**config.mk**
```make
export PLATFORM = sky130hd
export DESIGN_NAME = flag_reg_irq
export DESIGN_NICKNAME = d
export VERILOG_FILES = /design/src/rtl/flag_reg_irq_pkg.sv /design/src/rtl/flag_reg_irq_rst_sync.sv /design/src/rtl/flag_reg_irq_next.sv /design/src/rtl/flag_reg_irq_accept.sv /design/src/rtl/flag_reg_irq.sv
export SDC_FILE = /design/constraint.sdc
export NUM_CORES = 1
export LEC_CHECK = 0
export CELL_PAD_IN_SITES_DETAIL_PLACEMENT = 1
export CELL_PAD_IN_SITES_GLOBAL_PLACEMENT = 2
export CORE_ASPECT_RATIO = 0.75
export CORE_MARGIN = 5
export CORE_UTILIZATION = 18
export CTS_CLUSTER_SIZE = 16
export DETAILED_ROUTE_END_ITERATION = 16
export GPL_TIMING_DRIVEN = 0
export HOLD_SLACK_MARGIN = 0.08
export MAX_ROUTING_LAYER = met4
export PLACE_DENSITY = 0.87
export SLEW_MARGIN = 30
export SYNTH_ARGS = -nofsm -noshare
export SYNTH_HDL_FRONTEND = slang
export SYNTH_SLANG_ARGS = --single-unit
```
**constraint.sdc**
```tcl
create_clock -name clk -period 2.7 [get_ports clk]
set_input_delay 0.54 -clock clk [delete_from_list [all_inputs] [get_ports clk]]
set_output_delay 0.54 -clock clk [all_outputs]
set_load 0.05 [all_outputs]
```
**src/rtl/flag_reg_irq_pkg.sv**
```systemverilog
package flag_reg_irq_pkg;
  localparam int PSR_W   = 11;
  localparam int LVL_W   = 3;
  localparam int ALU_N   = 4;
  localparam int POS_C   = 0;
  localparam int POS_D   = 1;
  localparam int POS_Z   = 2;
  localparam int POS_S   = 3;
  localparam int POS_B   = 4;
  localparam int POS_O   = 5;
  localparam int POS_I   = 6;
  localparam int POS_U   = 7;
  localparam int POS_LVL = 8;

  typedef logic [PSR_W-1:0] psr_t;

  // Map a word bit to the index of the result flag that drives it, or -1.
  function automatic int alu_idx(int bitpos);
    case (bitpos)
      POS_C:   return 0;
      POS_Z:   return 1;
      POS_S:   return 2;
      POS_O:   return 3;
      default: return -1;
    endcase
  endfunction
endpackage

```
**src/rtl/flag_reg_irq_rst_sync.sv**
```systemverilog
module flag_reg_irq_rst_sync (
  input  logic clk,
  input  logic rst_n,
  output logic rst_sync_n
);
  logic [1:0] stage_q;

  always_ff @(posedge clk or negedge rst_n) begin
    if (!rst_n) stage_q <= 2'b00;
    else        stage_q <= {stage_q[0], 1'b1};
  end

  assign rst_sync_n = stage_q[1];
endmodule

```
**src/rtl/flag_reg_irq_next.sv**
```systemverilog
module flag_reg_irq_next
  import flag_reg_irq_pkg::*;
#(
  parameter int VEC_W      = 6,
  parameter int SW_U_LIMIT = 32
) (
  input  psr_t             cur,
  input  logic [ALU_N-1:0] alu_flags,
  input  logic [ALU_N-1:0] alu_upd,
  input  logic             wr_en,
  input  psr_t             wr_data,
  input  logic             hw_ack,
  input  logic             sw_ack,
  input  logic [VEC_W-1:0] sw_vec,
  output psr_t             nxt,
  output logic             load
);
  localparam int CMP_W = VEC_W + 1;

  psr_t alu_img;
  logic sw_low;
  logic clr_u;

  // Per-bit selection between the stored value and a result flag.
  for (genvar i = 0; i < PSR_W; i++) begin : g_bit
    localparam int K = alu_idx(i);
    if (K >= 0) begin : g_alu
      assign alu_img[i] = alu_upd[K] ? alu_flags[K] : cur[i];
    end else begin : g_keep
      assign alu_img[i] = cur[i];
    end
  end

  assign sw_low = ({1'b0, sw_vec} < CMP_W'(SW_U_LIMIT));
  assign clr_u  = hw_ack | (sw_ack & sw_low);
  assign load   = wr_en | (|alu_upd) | hw_ack | sw_ack;

  always_comb begin
    nxt = wr_en ? wr_data : alu_img;
    nxt[POS_D] = 1'b0;
    if (hw_ack || sw_ack) nxt[POS_I] = 1'b0;
    if (clr_u)            nxt[POS_U] = 1'b0;
  end
endmodule

```
**src/rtl/flag_reg_irq_accept.sv**
```systemverilog
module flag_reg_irq_accept #(
  parameter int PRIO_W = 3,
  parameter int LVL_W  = 3
) (
  input  logic              irq_req,
  input  logic [PRIO_W-1:0] irq_prio,
  input  logic              ien,
  input  logic [LVL_W-1:0]  level,
  output logic              accept
);
  localparam int CW = (PRIO_W > LVL_W) ? PRIO_W : LVL_W;

  logic [CW-1:0] prio_x;
  logic [CW-1:0] lvl_x;

  assign prio_x = CW'(irq_prio);
  assign lvl_x  = CW'(level);
  assign accept = irq_req & ien & (prio_x > lvl_x);
endmodule

```
**src/rtl/flag_reg_irq.sv**
```systemverilog
module flag_reg_irq
  import flag_reg_irq_pkg::*;
#(
  parameter int PRIO_W     = 3,
  parameter int VEC_W      = 6,
  parameter int SW_U_LIMIT = 32
) (
  input  logic              clk,
  input  logic              rst_n,
  input  logic [3:0]        alu_flags,
  input  logic [3:0]        alu_upd,
  input  logic              wr_en,
  input  logic [10:0]       wr_data,
  input  logic              irq_req,
  input  logic [PRIO_W-1:0] irq_prio,
  input  logic              hw_ack,
  input  logic              sw_ack,
  input  logic [VEC_W-1:0]  sw_vec,
  output logic [10:0]       psr_q,
  output logic              bank_sel,
  output logic              stk_sel,
  output logic              irq_accept
);
  logic rst_sync_n;
  psr_t psr_r;
  psr_t psr_nxt;
  logic psr_load;

  flag_reg_irq_rst_sync u_rst (
    .clk        (clk),
    .rst_n      (rst_n),
    .rst_sync_n (rst_sync_n)
  );

  flag_reg_irq_next #(
    .VEC_W      (VEC_W),
    .SW_U_LIMIT (SW_U_LIMIT)
  ) u_next (
    .cur       (psr_r),
    .alu_flags (alu_flags),
    .alu_upd   (alu_upd),
    .wr_en     (wr_en),
    .wr_data   (wr_data),
    .hw_ack    (hw_ack),
    .sw_ack    (sw_ack),
    .sw_vec    (sw_vec),
    .nxt       (psr_nxt),
    .load      (psr_load)
  );

  always_ff @(posedge clk or negedge rst_sync_n) begin
    if (!rst_sync_n)   psr_r <= '0;
    else if (psr_load) psr_r <= psr_nxt;
  end

  flag_reg_irq_accept #(
    .PRIO_W (PRIO_W),
    .LVL_W  (LVL_W)
  ) u_acc (
    .irq_req  (irq_req),
    .irq_prio (irq_prio),
    .ien      (psr_r[POS_I]),
    .level    (psr_r[POS_LVL +: LVL_W]),
    .accept   (irq_accept)
  );

  assign psr_q    = psr_r;
  assign bank_sel = psr_r[POS_B];
  assign stk_sel  = psr_r[POS_U];
endmodule

```
==> Implementation_results.wiki, run 1 <==
{| class="wikitable"
! Metric !! Value
|-
| Clock tree root driver cell || clkbuf_8
|-
| Reg-to-reg setup timing slack || 1.93 ns
|-
| Critical Path RT || 2.16 ns
|-
| Signed area change from the synthesized netlist to the final layout || 82.2%
|-
| All-Layer GR Usage || just over 8%
|-
| Fillers || 347
|-
| Worst setup slack before clock tree synthesis || -0.431 ns
|-
| Number of nets in the synthesized netlist || 90
|-
| Dominant combinational cell family by area after synthesis || multiplexers
|-
| Share of post-route cells with drive strength above 1 || a little over an eighth
|-
| Multi-input gate area || 230 um^2
|-
| Count of state elements after synthesis || 12
|-
| Routed wirelength normalized by instance count || 12.7 um
|-
| Pwr/cell area || roughly 500 nW/um^2
|-
| Family with the most delay on the worst path || buffers and inverters
|-
| Slew at the pin with the worst max-slew slack || about 0.51 ns
|-
| Destination of the worst register-to-register timing path || psr_q[8]$_DFFE_PN0P_
|-
| CP Buf/Inv Count || 2
|-
| Pins over their slew limit || 0
|-
| Placeable core region || 3020 um^2
|-
| Fin nets || 134
|-
| Tightest slew margin relative to the limit || 65.9%
|-
| Max stage delay cell, worst path || clkdlybuf4s50_1
|-
| Post-synthesis share of cell area spent on xor and xnor gates || 0%
|-
| Count of input and output buffers || 39
|-
| Wirelength, routed || approximately 1700 um
|-
| Simple-gate area share of the yosys netlist || around 8.4%
|-
| DRC violation total after the first TritonRoute iteration || 10
|-
| MaxCap Viol Count || 0
|-
| Detailed-route vias per instance || around 4
|-
| Vias in the first global route || 577
|-
| Multiplexer area fraction after synthesis || between 10% and 20%
|-
| Met3 Resource Use GR || approximately 3.9%
|-
| Count of unique library cells instantiated by Yosys || 15
|-
| Fraction of power spent switching nets || 30.3%
|-
| Maximum ir drop on the vdd rail || 0.257 mV
|-
| Slowest cell delay on critical path || 0.41 ns
|-
| Final period utilization || approximately 95%
|-
| Die span in y || about 59 um
|-
| Post-Route Hold Slack || 0.179 ns
|-
| CTS tree || built
|-
| Critical-path cell list || clkdlybuf4s50_1 > ha_1 > nor2b_1 > o311ai_1 > a311oi_2 > buf_2
|-
| Global-route layer with the greatest usage || met2
|-
| Area share of fa/ha/maj cells after synthesis || approximately 6.4%
|-
| Netlist area before placement || a little under 600 um^2
|-
| Unrepaired setup endpoints after global routing || false
|-
| GR Util met2 || between 10% and 20%
|-
| DRT Pass-1 Iters || 2
|-
| Combinational power share || 31.6%
|-
| Number of antenna violations at the first check in global routing || 0
|-
| Leakage Power || roughly 0.00047 uW
|-
| Highest net fanout along the worst path || 2
|-
| Skew final || roughly 0.0026 ns
|-
| Path depth of the worst reg2reg path || 1
|-
| Overflow left after global routing || 0
|-
| Core Rows || 17
|-
| Peak clock frequency supported by timing || 389 MHz
|-
| Hold violation count in the final report || 0
|-
| Total I/O pin count || between 40 and 50
|-
| Pin count of the biggest net entering global routing || 11
|-
| Post-layout min period || around 2.6 ns
|-
| Ant diodes || 0
|-
| Sw Pwr || around 160 uW
|-
| Post-CTS setup-driven buffer insertion count || 0
|-
| Post-synthesis compound-gate area fraction || under 10%
|-
| Internal power || approximately 370 uW
|-
| Part of the Yosys area used for sequential elements || about half
|-
| Number of warnings issued by yosys || 0
|-
| DR DRC count || 0
|-
| Hold crit path type || flip-flop to async pin
|-
| Clock power share || a little under a third
|-
| Arrival time of data at the critical path endpoint || between 2 and 2.5 ns
|-
| Number of buffers created by CTS || 3
|-
| Leading cell type in the layout, fill and taps excluded || clkdlybuf4s50_1
|-
| Clock Path Buffers || 2
|-
| Min setup slack post-route || 0.129 ns
|-
| H-Tree Level Count || 1
|-
| Launching element type of the critical path || input port
|-
| Cell count after synthesis || 53
|-
| Reg area || roughly 300 um^2
|-
| Outcome || complete, no violations
|-
| Accumulated negative setup slack || 0 ns
|-
| Die outline area || 4500 um^2
|-
| Reg-to-Reg Start || psr_q[8]$_DFFE_PN0P_
|-
| Die Span X || approximately 76 um
|-
| Overall power || about 530 uW
|-
| Wire length of the first global-routing pass || around 2600 um
|-
| Antenna Violating Nets Remaining || 0
|-
| Placer's final routability congestion estimate || around 0.71
|-
| Commonest cells after routing, fill and taps aside || 38 x clkdlybuf4s50_1, 12 x dfrtp_1, 6 x mux2i_1, 6 x nand2_1, 6 x o21ai_0
|-
| GR Layer Usage met1 || approximately a tenth
|-
| Worst Setup End Kind || output port
|-
| Detailed-route via count || roughly 530
|-
| Mean Syn Cell Area || between 10 and 15 um^2
|-
| Final count of negative-setup-slack endpoints || 0
|-
| Initial cell density of the core || 19.3%
|-
| Clock-pin slew on the worst setup and hold paths || roughly 0.05 ns
|-
| Sequential Power Share || around two fifths
|-
| Sinks on Clock Net || 12
|-
| Worst Setup Path Type || input port to output port
|-
| Skew-Pair Late Insertion Delay || 0.23 ns
|-
| Post-detail-place hpwl || between 1000 and 1500 um
|}
==> cells by family (layout without fill, tap and decap cells) <==
logic type | Yosys count | after routing
flip-flops | 12 | 12
buffers and inverters | 9 | 51
multiplexers | 8 | 8
other | 2 | 2
AND/OR/NAND/NOR | 11 | 11
adder cells (fa/ha/maj) | 3 | 3
AO/OA/AOI/OAI | 8 | 8
==> Yosys cell counts <==
library cell / number / share of area [%]
nor2_1: 1 / 0.64
a311oi_1: 1 / 1.5
dfrtp_1: 12 / 51
nor2b_1: 2 / 2.1
mux2i_1: 6 / 10
nor3_1: 2 / 1.7
inv_1: 3 / 1.9
mux2_2: 2 / 3.9
nand2_1: 6 / 3.9
buf_6: 1 / 1.9
o21ai_0: 6 / 5.1
ha_1: 3 / 6.4
buf_4: 5 / 6.4
o311ai_1: 1 / 1.5
conb_1: 2 / 1.3
==> timing repair <==
action	4_1_cts	5_1_grt
cloned	0	0
gates resized for setup	3	2
endpoints found under the setup margin	1	1
hold buffers	0	0
==> per-layer routing <==
metal	part of all wire, %	vias up	wire [um]
met4	0	0	0
met1	41	247	700
met3	9.7	0	163
li1	-	257	-
met2	49	25	824
met5	0	-	0
==> layout make-up <==
| class | count | area share (%) |
|---|---|---|
| clock buffer | 3 | 3.88 |
| tap | 38 | 4.47 |
| buffer | 6 | 4.58 |
| sequential | 12 | 28.2 |
| inverter | 3 | 1.06 |
| timing repair buffer | 39 | 36.2 |
| multi-input combinational | 32 | 21.6 |
==> metrics by stage <==
| stage | util, % | area, um^2 | std cells |
|---|---|---|---|
| final | 35.3 | 1060 | 133 |
| after global routing | 35.3 | 1060 | 133 |
| after CTS | 35.5 | 1070 | 133 |
| after detailed placement | 34.1 | 1030 | 130 |
| after global placement | 34.1 | 1030 | 130 |
| after floorplan | - | 591 | 53 |
==> worst max-delay path by stage <==
stage / slack [ns] / cells past startpoint / from / endpoint
5_1_grt: 0.002 / 6 / irq_prio[1] / irq_accept
4_1_cts: 0.009 / 6 / irq_prio[1] / irq_accept
3_3_place_gp: -0.40 / 6 / irq_prio[1] / irq_accept
2_1_floorplan: 0.13 / 5 / psr_q[9]$_DFFE_PN0P_ / irq_accept
6_report: 0.13 / 6 / irq_prio[1] / irq_accept
3_5_place_dp: -0.43 / 6 / irq_prio[1] / irq_accept
==> sequential cells by signal, indices dropped and copies added (netlist names) <==
signal and flops:
psr_q 10, u_rst.stage_q 2
==> power groups by stage <==
stage          clock (uW)  combinational [uW]  sequential [uW]
6_report              160                 169              205
5_1_grt               177                 180              208
4_1_cts               169                 171              206
3_5_place_dp            0                 171              209
3_3_place_gp            0                 168              208
2_1_floorplan           0                50.9              249
Note: power is estimated with default switching activity, not from simulation.
==> run 2: changes to the inputs <==
GPL_TIMING_DRIVEN = 1   (was 0)
SLEW_MARGIN = 20   (was 30)
==> Implementation_results.wiki, run 2 (synthesis results as in run 1) <==
{| class="wikitable"
! Metric !! Value
|-
| Outcome || complete, no violations
|-
| Die span in y || 59.3 um (unchanged)
|-
| Skew final || 0.00241 ns (-0.000148 ns)
|-
| Ant diodes || 0 (unchanged)
|-
| Post-CTS setup-driven buffer insertion count || 0 (unchanged)
|-
| Worst Setup End Kind || output port
|-
| Share of post-route cells with drive strength above 1 || 7.78% (-5.9 points)
|-
| Share of the core filled with cells || 34.5% (-0.79 points)
|-
| Fillers || 340 (-2.0%)
|-
| Signed area change from the synthesized netlist to the final layout || 78.2%
|-
| Final period utilization || 95.0% (-0.20 points)
|-
| MaxCap Viol Count || 0 (unchanged)
|-
| Worst Setup Path Type || input port to output port
|-
| Slew at the pin with the worst max-slew slack || 0.584 ns (+0.0738 ns)
|-
| Total I/O pin count || 48 (unchanged)
|-
| Number of flip-flops under the largest register name || 10 (unchanged)
|-
| Overflow left after global routing || 0 (unchanged)
|-
| Wire length of the first global-routing pass || 2720 um (+2.6%)
|-
| Number of buffers created by CTS || 3 (unchanged)
|-
| Launching element type of the critical path || input port
|-
| Number of antenna violations at the first check in global routing || 0 (unchanged)
|-
| Die outline area || 4500 um^2 (unchanged)
|-
| Hold crit path type || flip-flop to async pin
|-
| Post-layout min period || 2.57 ns (-0.00536 ns)
|-
| CTS tree || built
|-
| Fin nets || 129 (-3.7%)
|-
| Wirelength, routed || 1680 um (-0.41%)
|-
| Path depth of the worst reg2reg path || 1 (unchanged)
|-
| Unrepaired setup endpoints after global routing || false
|-
| Initial cell density of the core || 19.3% (unchanged)
|-
| Placeable core region || 3020 um^2 (unchanged)
|-
| Leakage Power || 0.000445 uW (-5.4%)
|-
| Antenna Violating Nets Remaining || 0 (unchanged)
|-
| Count of input and output buffers || 40 (+2.6%)
|-
| Accumulated negative setup slack || 0 ns (unchanged)
|-
| Detailed-route vias per instance || 4.00 (+0.57%)
|-
| Final cell count without fillers || 128 (-3.8%)
|-
| Highest net fanout along the worst path || 2 (unchanged)
|-
| Number of instances resized during post-cts repair || 0 (-3)
|-
| Post-detail-place hpwl || 1410 um (+0.59%)
|-
| Number of cells after detailed placement || 125 (-3.8%)
|-
| Placer's final routability congestion estimate || 0.697 (-2.1%)
|-
| Sinks on Clock Net || 12 (unchanged)
|-
| DRC violation total after the first TritonRoute iteration || 10 (unchanged)
|-
| H-Tree Level Count || 1 (unchanged)
|-
| Hold violation count in the final report || 0 (unchanged)
|-
| DR DRC count || 0 (unchanged)
|-
| Detailed-route via count || 512 (-3.2%)
|-
| Clock tree root driver cell || clkbuf_8
|-
| Peak clock frequency supported by timing || 390 MHz (+0.21%)
|-
| Pwr/cell area || 507 nW/um^2 (+1.1%)
|-
| Final count of negative-setup-slack endpoints || 0 (unchanged)
|-
| Clock-pin slew on the worst setup and hold paths || 0.05 ns (about the same)
|-
| Vias in the first global route || 584 (+1.2%)
|-
| Maximum ir drop on the vdd rail || 0.194 mV (-24%)
|-
| DRT Pass-1 Iters || 2 (unchanged)
|-
| Commonest cells after routing, fill and taps aside || 39 x clkdlybuf4s50_1, 12 x dfrtp_1, 6 x mux2i_1, 6 x nand2_1, 6 x o21ai_0
|-
| Die Span X || 75.8 um (unchanged)
|-
| Count of hold buffers inserted by post-cts repair || 0 (unchanged)
|-
| Critical Path RT || 2.16 ns (about the same)
|-
| Pin count of the biggest net entering global routing || 17 (+6)
|-
| Routed wirelength normalized by instance count || 13.1 um (+3.5%)
|-
| Clock Path Buffers || 2 (unchanged)
|-
| Pins over their slew limit || 0 (unchanged)
|-
| Core Rows || 17 (unchanged)
|-
| Leading cell type in the layout, fill and taps excluded || clkdlybuf4s50_1
|-
| Skew-Pair Late Insertion Delay || 0.23 ns (about the same)
|-
| All-Layer GR Usage || 8.44% (+0.29 points)
|-
| Arrival time of data at the critical path endpoint || 2.03 ns (about the same)
|-
| Reg-to-Reg Start || psr_q[8]$_DFFE_PN0P_
|-
| Tightest slew margin relative to the limit || 60.9% (-4.9 points)
|-
| Destination of the worst register-to-register timing path || psr_q[8]$_DFFE_PN0P_
|-
| Reg-to-reg setup timing slack || 1.93 ns (about the same)
|-
| Post-Route Hold Slack || 0.175 ns (-0.00366 ns)
|}
## run 2: worst max-delay path, cell delays in order
cell	delay, ns
clkdlybuf4s50_1	0.41
ha_1	0.31
nor2b_1	0.13
o311ai_1	0.11
a311oi_2	0.34
buf_12	0.18
## run 2: per-stage QoR
step / worst slack (ns) / cell area [um^2] / power, uW
after floorplan: 0.129 / 591 / 300
after global placement: 0.175 / 1000 / 370
after detailed placement: 0.129 / 1000 / 375
after CTS: 0.126 / 1040 / 542
after global routing: 0.0452 / 1040 / 560
final: 0.134 / 1040 / 528
## run 2: routing by layer
| metal | track usage (%) | routed length [um] |
|---|---|---|
| met1 | 10.0 | 697 |
| met2 | 13.3 | 799 |
| met4 | 0.748 | 0 |
| met3 | 4.24 | 185 |
| met5 | - | 0 |
## run 2: worst max-delay path by stage
stage	startpoint	to	slack, ns	depth (start not counted)
CTS	irq_prio[1]	irq_accept	0.13	6
global placement	irq_prio[1]	irq_accept	0.18	6
global route	irq_prio[1]	irq_accept	0.05	6
finish	irq_prio[1]	irq_accept	0.13	6
detailed placement	irq_prio[1]	irq_accept	0.13	6
floorplan	psr_q[9]$_DFFE_PN0P_	irq_accept	0.13	5
## run 2: cell type report
cell class | instances | area (um^2) | share of cell area [%]
clock buffer | 3 | 41.3 | 3.97
inverter | 3 | 11.3 | 1.08
multi-input combinational | 32 | 230 | 22.1
timing repair buffer | 40 | 410 | 39.4
sequential | 12 | 300 | 28.8
tap | 38 | 47.5 | 4.57
## run 2: report_power, final
group / internal (uW) / switching (uW)
logic: 75.7 / 88.3
registers: 194 / 10.5
clock network: 98.0 / 61.3
